File: src/rtl/dsc_pkg.sv
package dsc_pkg;
  localparam int ADDR_W  = 32;
  localparam int DESC_W  = 32;
  localparam int SEL_W   = 4;
  localparam int NUM_SEG = 1 << SEL_W;

  // descriptor bit positions
  localparam int BIT_DS  = 31;
  localparam int BIT_KS  = 30;
  localparam int BIT_KU  = 29;
  localparam int BIT_NX  = 28;

  typedef enum logic [1:0] {
    KIND_LOAD  = 2'd0,
    KIND_STORE = 2'd1,
    KIND_FETCH = 2'd2,
    KIND_RSVD  = 2'd3
  } kind_e;

  typedef enum logic [2:0] {
    CLS_INT   = 3'd0,
    CLS_FP    = 3'd1,
    CLS_RESV  = 3'd2,
    CLS_CACHE = 3'd3,
    CLS_EXT   = 3'd4
  } class_e;

  typedef enum logic [1:0] {
    FLT_NONE  = 2'd0,
    FLT_INSTR = 2'd1,
    FLT_DATA  = 2'd2,
    FLT_ALIGN = 2'd3
  } fault_e;

  localparam logic [31:0] SYN_NOEXEC  = 32'h1000_0000;
  localparam logic [31:0] SYN_RESV_ST = 32'h0600_0000;
  localparam logic [31:0] SYN_RESV_LD = 32'h0400_0000;
  localparam logic [31:0] SYN_EXT_ST  = 32'h0610_0000;
  localparam logic [31:0] SYN_EXT_LD  = 32'h0410_0000;
  localparam logic [31:0] SYN_PROT_ST = 32'h0A00_0000;

  typedef struct packed {
    logic              ok;
    logic              walk;
    fault_e            fault;
    logic [ADDR_W-1:0] pa;
    logic              rd;
    logic              wr;
    logic              ex;
    logic [31:0]       syn;
    logic [ADDR_W-1:0] far;
  } dsc_rsp_t;
endpackage

File: src/rtl/dsc_decide.sv
module dsc_decide
  import dsc_pkg::*;
#(
  parameter logic [31:0] ALIGN_FP_CODE = 32'h0001_0000
) (
  input  logic [ADDR_W-1:0] ea,
  input  logic [DESC_W-1:0] desc,
  input  logic [1:0]        kind,
  input  logic [2:0]        cls,
  input  logic              user,
  input  logic              real_mode,
  output dsc_rsp_t          rsp
);
  logic is_fetch, is_store, key;

  assign is_fetch = (kind == KIND_FETCH);
  assign is_store = (kind == KIND_STORE);
  assign key      = user ? desc[BIT_KU] : desc[BIT_KS];

  always_comb begin
    rsp = '0;
    if (real_mode) begin
      rsp.ok = 1'b1;
      rsp.rd = 1'b1;
      rsp.wr = 1'b1;
      rsp.ex = 1'b1;
      rsp.pa = ea;
    end else if (desc[BIT_DS]) begin
      if (is_fetch) begin
        rsp.fault = FLT_INSTR;
        rsp.syn   = SYN_NOEXEC;
      end else begin
        unique case (cls)
          CLS_FP: begin
            rsp.fault = FLT_ALIGN;
            rsp.syn   = ALIGN_FP_CODE;
            rsp.far   = ea;
          end
          CLS_RESV: begin
            rsp.fault = FLT_DATA;
            rsp.syn   = is_store ? SYN_RESV_ST : SYN_RESV_LD;
            rsp.far   = ea;
          end
          CLS_CACHE: begin
            rsp.ok = 1'b1;
            rsp.pa = ea;
          end
          CLS_EXT: begin
            rsp.fault = FLT_DATA;
            rsp.syn   = is_store ? SYN_EXT_ST : SYN_EXT_LD;
            rsp.far   = ea;
          end
          default: begin
            if (is_store && !key) begin
              rsp.fault = FLT_DATA;
              rsp.syn   = SYN_PROT_ST;
              rsp.far   = ea;
            end else begin
              rsp.ok = 1'b1;
              rsp.pa = ea;
              rsp.rd = 1'b1;
              rsp.wr = key;
            end
          end
        endcase
      end
    end else if (is_fetch && desc[BIT_NX]) begin
      rsp.fault = FLT_INSTR;
      rsp.syn   = SYN_NOEXEC;
    end else begin
      rsp.walk = 1'b1;
    end
  end
endmodule

File: config.mk
export PLATFORM = sky130hd
export DESIGN_NAME = dsc_decide
export DESIGN_NICKNAME = d
export VERILOG_FILES = /design/src/rtl/dsc_pkg.sv /design/src/rtl/dsc_decide.sv
export SDC_FILE = /design/constraint.sdc
export NUM_CORES = 1
export LEC_CHECK = 0
export ABC_AREA = 1
export BUFFER_PORTS_ARGS = -buffer_cell sky130_fd_sc_hd__buf_2
export CORE_MARGIN = 2
export CORE_UTILIZATION = 29
export DETAILED_ROUTE_END_ITERATION = 7
export MAX_ROUTING_LAYER = met4
export PLACE_DENSITY = 0.78
export RECOVER_POWER = 100
export SYNTH_ARGS = -nofsm -noshare
export SYNTH_HDL_FRONTEND = slang
export SYNTH_SLANG_ARGS = --single-unit
export TNS_END_PERCENT = 10
File: constraint.sdc
create_clock -name vclk -period 1
set_input_delay 0.15 -clock vclk [all_inputs]
set_output_delay 0.15 -clock vclk [all_outputs]
set_load 0.02 [all_outputs]
* After elaboration in Yosys (flattened, before gate mapping)
Cells that the tools add are included.
Storage, ports and cells: output and inout bits 103, bits of input ports 71, register bits after elaboration 0
Operators by class: muxes and demuxes 31, equal/unequal tests 6, reduce and logical (&&, ||, !) cells 6
Operators by type and width (number):
- 60-bit one-hot mux with 4 select lines | 1
- 34-bit 2-to-1 mux | 4
- 29-bit 2-to-1 mux | 3
- 32-bit 2-to-1 mux | 2
- 32-bit one-hot mux with 2 select lines | 1
- 61-bit 2-to-1 mux | 1
- 60-bit 2-to-1 mux | 1
- 26-bit 2-to-1 mux | 2
- 1-bit 2-to-1 mux | 9
- 2-bit 2-to-1 mux | 4
- 3-bit by 2-bit equality test with 1-bit output, second input constant | 2
- 2-bit one-hot mux with 3 select lines | 1
- 4-bit OR reduction | 1
- 3-bit by 1-bit equality test with 1-bit output, second input constant | 1
- 3-bit equality test, second input constant | 1
- 3-bit 2-to-1 mux | 1
- 3-bit OR reduction | 1
- 2-bit by 1-bit equality test with 1-bit output, second input constant | 1
- 2-bit equality test, second input constant | 1
- 1-bit logical AND | 2
- 1-bit one-hot mux with 2 select lines | 1
- 2-bit OR reduction | 1
- 1-bit zero test | 1

* Longest topological paths before layout
Gate-level depths: netlist of run 1.
word-level depth 8, gate-level depth with buffers 9, depth with buffers taken out 8

* Worst setup path after synthesis of run 1
No wires, ideal clock.
path kind input to output, from in kind[0], to out rsp[10] (netlist name), buffers on the path 1, arrival time 1.141 ns, stages on the path 9, data required time 0.850 ns, path slack -0.291 ns, cells stage by stage inv_2 > nand2_1 > inv_2 > nor2_4 > inv_2 > nor2_4 > buf_2 > nand2_1 > nor2_1
RTL lines:
- start: declaration | RTL line dsc_decide.sv:8 | input logic [1:0] kind,
- end: declaration | RTL line dsc_decide.sv:12 | output dsc_rsp_t rsp

==> impl_metrics.csv, run 1 <==
group,metric,value,unit
layout,multi_input_area,0.00128,mm2
layout,nClkBuffers,0,
power_and_ir_drop,power,1.74,mW
route,routedWlPerCell,13.0,um
layout,nNetsFinal,447,
route,ant_nets,0,
placement,port_buffers,120,
route,drt-initial-drc-count,37,
global_route,grt_pass1_wl,6730,um
timing,slew_viol_final,0,
global_route,grt_start_max_net_pins,21,
yosys,yosys.cell_types.count,23,
placement,place.gp.congestion,0.787,
power_and_ir_drop,p_leak,1.52,nW
setup_path,crit_type,"input pin to output port",
timing,period_needed,1.40,ns
layout,postLayoutCoreUtil,0.768,
run_status,outcome,"finished with violations",
layout,drive_gt1_frac,0.759,
global_route,grt_overflow,0,
setup_path,endpoint_kind,"output port",
setup_path,path_buf_inv,5,
timing,setup_ws,-0.399,ns
setup_path,crit_required,0.85,ns
layout,fillers,296,
route,firstDrtPassIters,4,
timing,fmax,715,MHz
timing,setup_violations,75,
layout,register_area,0,um2
global_route,grt.total_usage,0.185,
setup_path,setup.worst_path.start,"cls[0]",
floorplan,fp.coreArea,0.00403,mm2
timing,finalHoldViolations,0,
route,via_per_inst,4.51,
yosys,ys_seq_area_frac,0,
floorplan,dieArea,0.00476,mm2
route,vias,1911,
global_route,grt_pass1_vias,1553,
layout,layout_commonest_cell,"buf_6",
layout,num_antenna_cells,0,
min_path,hp-start,"ea[7]",
power_and_ir_drop,p_per_area,562,mW/mm2
setup_path,slowest_delay,0.14,ns
floorplan,die_width,69.0,um
setup_path,crit_fanout,6,
yosys,yosys_warnings,0,
setup_path,crit_path_top_delay_cell,"buf_8",
floorplan,ios,174,
floorplan,die_y,69.0,um
yosys,syn_area_per_cell,5.49,um2
min_path,hold_class,"input pin to output port",
timing,setup-tns-final,-24.16,ns
yosys,synth_area,0.00122,mm2
run_status,violations,"negative setup slack",
setup_path,worstSetupStartpointType,"input pin",
layout,area_growth,153,%
layout,layout_common_cells,"buf_6, buf_2, buf_4",
layout,seq_cell_count,0,
setup_path,crit_top_cell,"nor2_4",
timing,hold_ws,0.613,ns
timing,rsz0062_at_grt,"yes",
yosys,synthCells,223,
setup_path,path_cells,"buf_12 -> inv_12 -> nor2_4 -> nand2_2 -> nand2_2 -> nor2_4 -> nand2_4 -> nand2_8 -> buf_8 -> buf_8 -> nor2_4 -> buf_6",
setup_path,critPathTopFamily,"simple AND/OR/NAND/NOR gates",
route,routed_wl,5490,um
floorplan,initial_core_util,0.304,
placement,detailed_place_hpwl,3370,um
floorplan,fp-row-count,23,
setup_path,arrival,1.25,ns
clock_network,postCtsHoldBufs,0,
job,max_cap_violations,0,
timing,finalCritPeriodShare,1.40,
route,drc_errors,0,
power_and_ir_drop,peakVddDrop,0.273,mV
global_route,grt_antenna_before_repair,0,
report_power, final:
part | switching [mW] | leakage [nW] | total, mW | internal [mW]
Combinational | 0.964 | 1.52 | 1.74 | 0.777
Clock | 0 | 0 | 0 | 0
Sequential | 0 | 0 | 0 | 0
Total | 0.964 | 1.52 | 1.74 | 0.777
worst min-delay path, cell delays in order:
cell and delay [ns]:
buf_2 0.10, inv_1 0.05, a21oi_2 0.03, buf_6 0.12
metrics by stage:
stage	cell area, um2	std cells	setup WS [ns]
after floorplan	1630	248	-0.153
after global placement	2270	407	-0.460
after detailed placement	2270	407	-0.507
after CTS	2820	422	-0.376
after global routing	3100	424	-0.465
final	3100	424	-0.399
area by class of cell:
cell class | instances | area share
Timing Repair Buffer | 166 | 0.505
Multi-Input combinational cell | 164 | 0.413
Inverter | 44 | 0.0614
Tap cell | 50 | 0.0202
cell families after synthesis:
| family | Yosys count | synth area share |
|---|---|---|
| compound gates | 36 | 0.239 |
| buf+inv | 84 | 0.383 |
| other cells | 1 | 0.00306 |
| simple gates | 102 | 0.374 |
path summary, 6_finish.rpt:
kind / end / slack (ns) / cells after the start
setup / recovery: rsp[3] / -0.40 / 12
hold / removal: rsp[74] / 0.61 / 4
per-layer routing:
metal | vias to the layer above | GRT usage | share of wire
li1 | 924 | - | -
met1 | 896 | 0.190 | 0.33
met2 | 83 | 0.389 | 0.59
met3 | 8 | 0.00974 | 0.065
met4 | 0 | 0.0221 | 0.017
met5 | - | - | 0
what timing repair did:
action                                  4_1_cts  5_1_grt
endpoints found under the setup margin       75       75
gates cloned                                  2        2
pin swaps                                    16        8
setup buffers                                13        2
resized for setup                           121       82
Yosys cell counts:
library cell	number	area share
nand2_1	44	0.13
nor2_1	41	0.13
inv_1	38	0.12
a21oi_2	29	0.21
buf_4	27	0.17
buf_2	6	0.025
buf_6	6	0.055
inv_2	6	0.018
a21oi_1	5	0.020
nand3_1	4	0.016
nand2_2	3	0.015
nor2_4	3	0.028
a31o_2	1	0.0072
clkbuf_1	1	0.0031
conb_1	1	0.0031
nand2_4	1	0.0092
nand3_2	1	0.0082
nand3_4	1	0.014
nand4_1	1	0.0051
nor2_2	1	0.0051
nor3_1	1	0.0041
nor3_2	1	0.0082
o21ai_0	1	0.0041
No activity file was read; power rests on OpenSTA's default activity.
==> run 2: changes to the inputs <==
--- a/config.mk
+++ b/config.mk
@@ -9,8 +9,8 @@
 export BUFFER_PORTS_ARGS = -buffer_cell sky130_fd_sc_hd__buf_2
 export CORE_MARGIN = 2
-export CORE_UTILIZATION = 29
+export CORE_UTILIZATION = 28
 export DETAILED_ROUTE_END_ITERATION = 7
 export MAX_ROUTING_LAYER = met4
-export PLACE_DENSITY = 0.78
+export PLACE_DENSITY = 0.76
 export RECOVER_POWER = 100
 export SYNTH_ARGS = -nofsm -noshare
==> constraint.sdc (replaced) <==
create_clock -name vclk -period 1
set_input_delay 0.05 -clock vclk [all_inputs]
set_output_delay 0.05 -clock vclk [all_outputs]
set_load 0.02 [all_outputs]
==> run 2 against run 1 <==
Largest cell class unchanged; maximum frequency rose by 17%; worst hold slack worse by 0.20 ns; first-iteration DRC count fell by 8.1%; the run still ends with negative setup slack left; via count down 7.8%; wire length is 15% lower; combinational power down 20%; largest power group unchanged; sequential cell count unchanged; global-route usage is 2.9 points lower; worst setup slack gained 0.20 ns.
==> impl_metrics.csv, run 2 (synthesis gave the netlist of run 1 again) <==
group,metric,value,unit
job,max_cap_violations,0,
global_route,grt_antenna_before_repair,0,
route,drt-initial-drc-count,34,
layout,num_antenna_cells,0,
route,via_per_inst,4.30,
global_route,grt_start_max_net_pins,22,
route,vias,1761,
global_route,grt.total_usage,0.156,
clock_network,postCtsHoldBufs,0,
layout,layout_commonest_cell,"buf_4",
layout,layout_common_cells,"buf_4, nand2_1, buf_2",
timing,period_needed,1.19,ns
layout,nClkBuffers,0,
layout,nNetsFinal,431,
floorplan,die_y,70.1,um
timing,rsz0062_at_grt,"yes",
placement,place.gp.congestion,0.733,
power_and_ir_drop,p_leak,1.34,nW
layout,register_area,0,um2
global_route,grt_pass1_vias,1523,
floorplan,ios,174,
setup_path,arrival,1.14,ns
timing,finalHoldViolations,0,
layout,fillers,406,
setup_path,crit_required,0.95,ns
route,drc_errors,0,
floorplan,fp-row-count,24,
power_and_ir_drop,power,1.40,mW
placement,port_buffers,120,
layout,stdcell_area,0.00250,mm2
layout,area_growth,105,%
layout,drive_gt1_frac,0.673,
setup_path,endpoint,"rsp[17]",
route,routed_wl,4660,um
setup_path,worstSetupStartpointType,"input pin",
run_status,violations,"negative setup slack",
setup_path,crit_fanout,7,
setup_path,crit_type,"input pin to output port",
floorplan,fp.coreArea,0.00429,mm2
route,firstDrtPassIters,4,
layout,seq_cell_count,0,
global_route,grt_overflow,0,
placement,post-place-cells,404,
timing,fmax,837,MHz
setup_path,setup.worst_path.start,"cls[0]",
placement,dpl_cell_area,0.00205,mm2
power_and_ir_drop,peakVddDrop,0.266,mV
timing,slew_viol_final,0,
route,routedWlPerCell,11.4,um
min_path,hold_class,"input pin to output port",
layout,fin_cells,410,
power_and_ir_drop,p_per_area,561,mW/mm2
timing,setup_ws,-0.195,ns
floorplan,dieArea,0.00491,mm2
floorplan,initial_core_util,0.285,
setup_path,endpoint_kind,"output port",
run_status,outcome,"finished with violations",
timing,finalCritPeriodShare,1.19,
route,ant_nets,0,
timing,setup_violations,72,
global_route,grt_pass1_wl,6540,um
floorplan,die_width,70.1,um
placement,detailed_place_hpwl,3250,um
## run 2: report_power, final
part           total (mW)  switching [mW]  internal [mW]
registers               0               0              0
logic                1.40           0.801          0.604
clock network           0               0              0
total                1.40           0.801          0.604
## run 2: how the worst min path moves through the flow
| stage | slack (ns) | cells past startpoint | start | endpoint |
|---|---|---|---|---|
| after global routing | 0.42 | 2 | real_mode | rsp[64] |
| after floorplan | 0.20 | 1 | real_mode | rsp[60] |
| after global placement | 0.40 | 2 | real_mode | rsp[64] |
| final | 0.41 | 2 | real_mode | rsp[64] |
| after CTS | 0.40 | 2 | real_mode | rsp[64] |
| after detailed placement | 0.40 | 2 | real_mode | rsp[64] |
## run 2: metal layers
metal | global-route usage | up-vias | part of all wire
met5 | - | - | 0
met4 | 0 | 0 | 0.0077
met3 | 0.0159 | 4 | 0.068
met2 | 0.316 | 81 | 0.56
met1 | 0.173 | 792 | 0.36
li1 | - | 884 | -
## run 2: final cells by class
cell class,count,area [um2],share of cell area
Multi-Input combinational cell,164,1010,0.405
Tap cell,52,65.1,0.0260
Timing Repair Buffer,150,1250,0.498
Inverter,44,178,0.0709
## run 2: what timing repair did
| item | in CTS | in global routing |
|---|---|---|
| gates cloned | 0 | 3 |
| setup endpoints to repair | 74 | 74 |
| gates resized for setup | 51 | 71 |
| pin swaps | 3 | 4 |
| buffers inserted | 0 | 3 |
## run 2: worst max-delay path: stages
cell and delay [ns]:
buf_6 0.11, inv_6 0.06, nor2_1 0.04, nand2_1 0.08, nand2_1 0.06, nor2_2 0.14, nand2_2 0.12, nand2_8 0.14
clkbuf_16 0.18, nor2_2 0.04, buf_6 0.12
## run 2: per-stage QoR
stage          setup TNS [ns]   util  setup slack (ns)  hold slack [ns]
2_1_floorplan          -0.657      -           -0.0235            0.196
3_3_place_gp           -11.75  0.477            -0.207            0.402
3_5_place_dp           -13.00  0.477            -0.215            0.401
4_1_cts                -10.35  0.512            -0.187            0.402
5_1_grt                -16.25  0.583            -0.282            0.420
6_report               -10.04  0.583            -0.195            0.408
==> run 3: changes to the inputs <==
Settings changed: ABC_CLOCK_PERIOD_IN_PS set to 1000, CELL_PAD_IN_SITES_DETAIL_PLACEMENT set to 1, CELL_PAD_IN_SITES_GLOBAL_PLACEMENT set to 2, CORE_UTILIZATION 28 to 11, PLACE_DENSITY 0.76 to 0.78.
==> run 3 against run 2 <==
The run still ends with negative setup slack left; design area grew 3.7%; final cell count grew 23%; critical path depth shrank 2; core utilization shrank 34 points; non-clock buffer count grew 5; first-iteration DRC count grew 65%; worst hold slack gained 0.010 ns; critical path type unchanged; critical endpoint is now rsp[67].
==> impl_metrics.csv, run 3 (synthesis gave the netlist of run 1 again) <==
group,metric,value,unit
floorplan,die_y,109,um
placement,place.gp.congestion,0.720,
setup_path,critPathTopFamily,"buffers and inverters",
layout,num_antenna_cells,0,
route,firstDrtPassIters,3,
global_route,grt_overflow,0,
setup_path,slowest_delay,0.22,ns
min_path,hold_class,"input pin to output port",
route,vias,1797,
setup_path,crit_type,"input pin to output port",
floorplan,dieArea,0.0120,mm2
layout,multi_input_area,0.00102,mm2
setup_path,worstSetupStartpointType,"input pin",
route,routed_wl,5750,um
timing,setup_ws,-0.228,ns
layout,nNetsFinal,436,
global_route,grt_start_max_net_pins,18,
timing,fmax,814,MHz
global_route,grt_pass1_vias,1733,
run_status,violations,"negative setup slack",
timing,setup-tns-final,-12.78,ns
layout,seq_cell_count,0,
layout,nClkBuffers,0,
route,via_per_inst,3.57,
placement,port_buffers,120,
floorplan,ios,174,
timing,setup_violations,73,
timing,finalCritPeriodShare,1.23,
setup_path,path_cells,"buf_8 -> nand2_4 -> inv_4 -> nor2_4 -> buf_6 -> nand3_4 -> buf_12 -> a21oi_2 -> buf_6",
setup_path,arrival,1.18,ns
placement,detailed_place_hpwl,4330,um
timing,hold_ws,0.418,ns
floorplan,die_width,109,um
setup_path,crit_fanout,9,
floorplan,initial_core_util,0.113,
route,ant_nets,0,
timing,slew_viol_final,0,
timing,period_needed,1.23,ns
global_route,grt_pass1_wl,8070,um
setup_path,crit_top_cell,"buf_6",
layout,area_growth,112,%
layout,stdcell_area,0.00260,mm2
power_and_ir_drop,power,1.42,mW
floorplan,fp.coreArea,0.0108,mm2
power_and_ir_drop,p_leak,1.37,nW
layout,register_area,0,um2
global_route,grt.total_usage,0.0851,
layout,layout_common_cells,"buf_2, buf_4, nand2_1",
clock_network,postCtsHoldBufs,0,
job,max_cap_violations,0,
setup_path,path_buf_inv,5,
route,routedWlPerCell,11.4,um
layout,drive_gt1_frac,0.680,
power_and_ir_drop,peakVddDrop,0.153,mV
layout,layout_commonest_cell,"buf_2",
run_status,outcome,"finished with violations",
floorplan,fp-row-count,38,
route,drc_errors,0,
placement,dpl_cell_area,0.00216,mm2
setup_path,crit_required,0.95,ns
power_and_ir_drop,p_per_area,547,mW/mm2
route,drt-initial-drc-count,56,
setup_path,crit_path_top_delay_cell,"buf_12",
timing,rsz0062_at_grt,"yes",
global_route,grt_antenna_before_repair,0,
setup_path,endpoint_kind,"output port",
timing,finalHoldViolations,0,
layout,fillers,1373,
## run 3: power by group
group          switching [mW]  internal, mW
Clock                       0             0
Combinational           0.829         0.592
Sequential                  0             0
## run 3: final cells by class
cell class / instances / share of cell area
repair buffers: 155 / 0.471
well taps: 140 / 0.0674
inverters: 44 / 0.0694
multi-input cells: 164 / 0.393
## run 3: per-stage QoR
step / std cells / utilization / worst slack (ns)
finish: 503 / 0.240 / -0.228
global route: 503 / 0.240 / -0.311
CTS: 498 / 0.231 / -0.209
detailed placement: 492 / 0.199 / -0.235
global placement: 492 / 0.199 / -0.204
floorplan: 248 / - / -0.0235
## run 3: worst paths after layout
kind                 from       to  cells after the start
hold / removal      ea[8]  rsp[75]                      4
setup / recovery  kind[1]  rsp[67]                      9
## run 3: what timing repair did
action,CTS,global route
setup buffers,4,4
pin swaps,3,3
gates cloned,2,1
endpoints found under the setup margin,74,74
resized for setup,88,10
## run 3: per-layer routing
| metal | wire, um | global-route usage | part of all wire |
|---|---|---|---|
| met1 | 2180 | 0.0909 | 0.38 |
| met2 | 3090 | 0.174 | 0.54 |
| met3 | 455 | 0.00948 | 0.079 |
| met4 | 20 | 0.00362 | 0.0035 |
| met5 | 0 | - | 0 |
## run 3: tightest hold or removal path, cell delays in order
cell     delay, ns
buf_2         0.10
inv_1         0.06
a21oi_2       0.04
buf_6         0.12
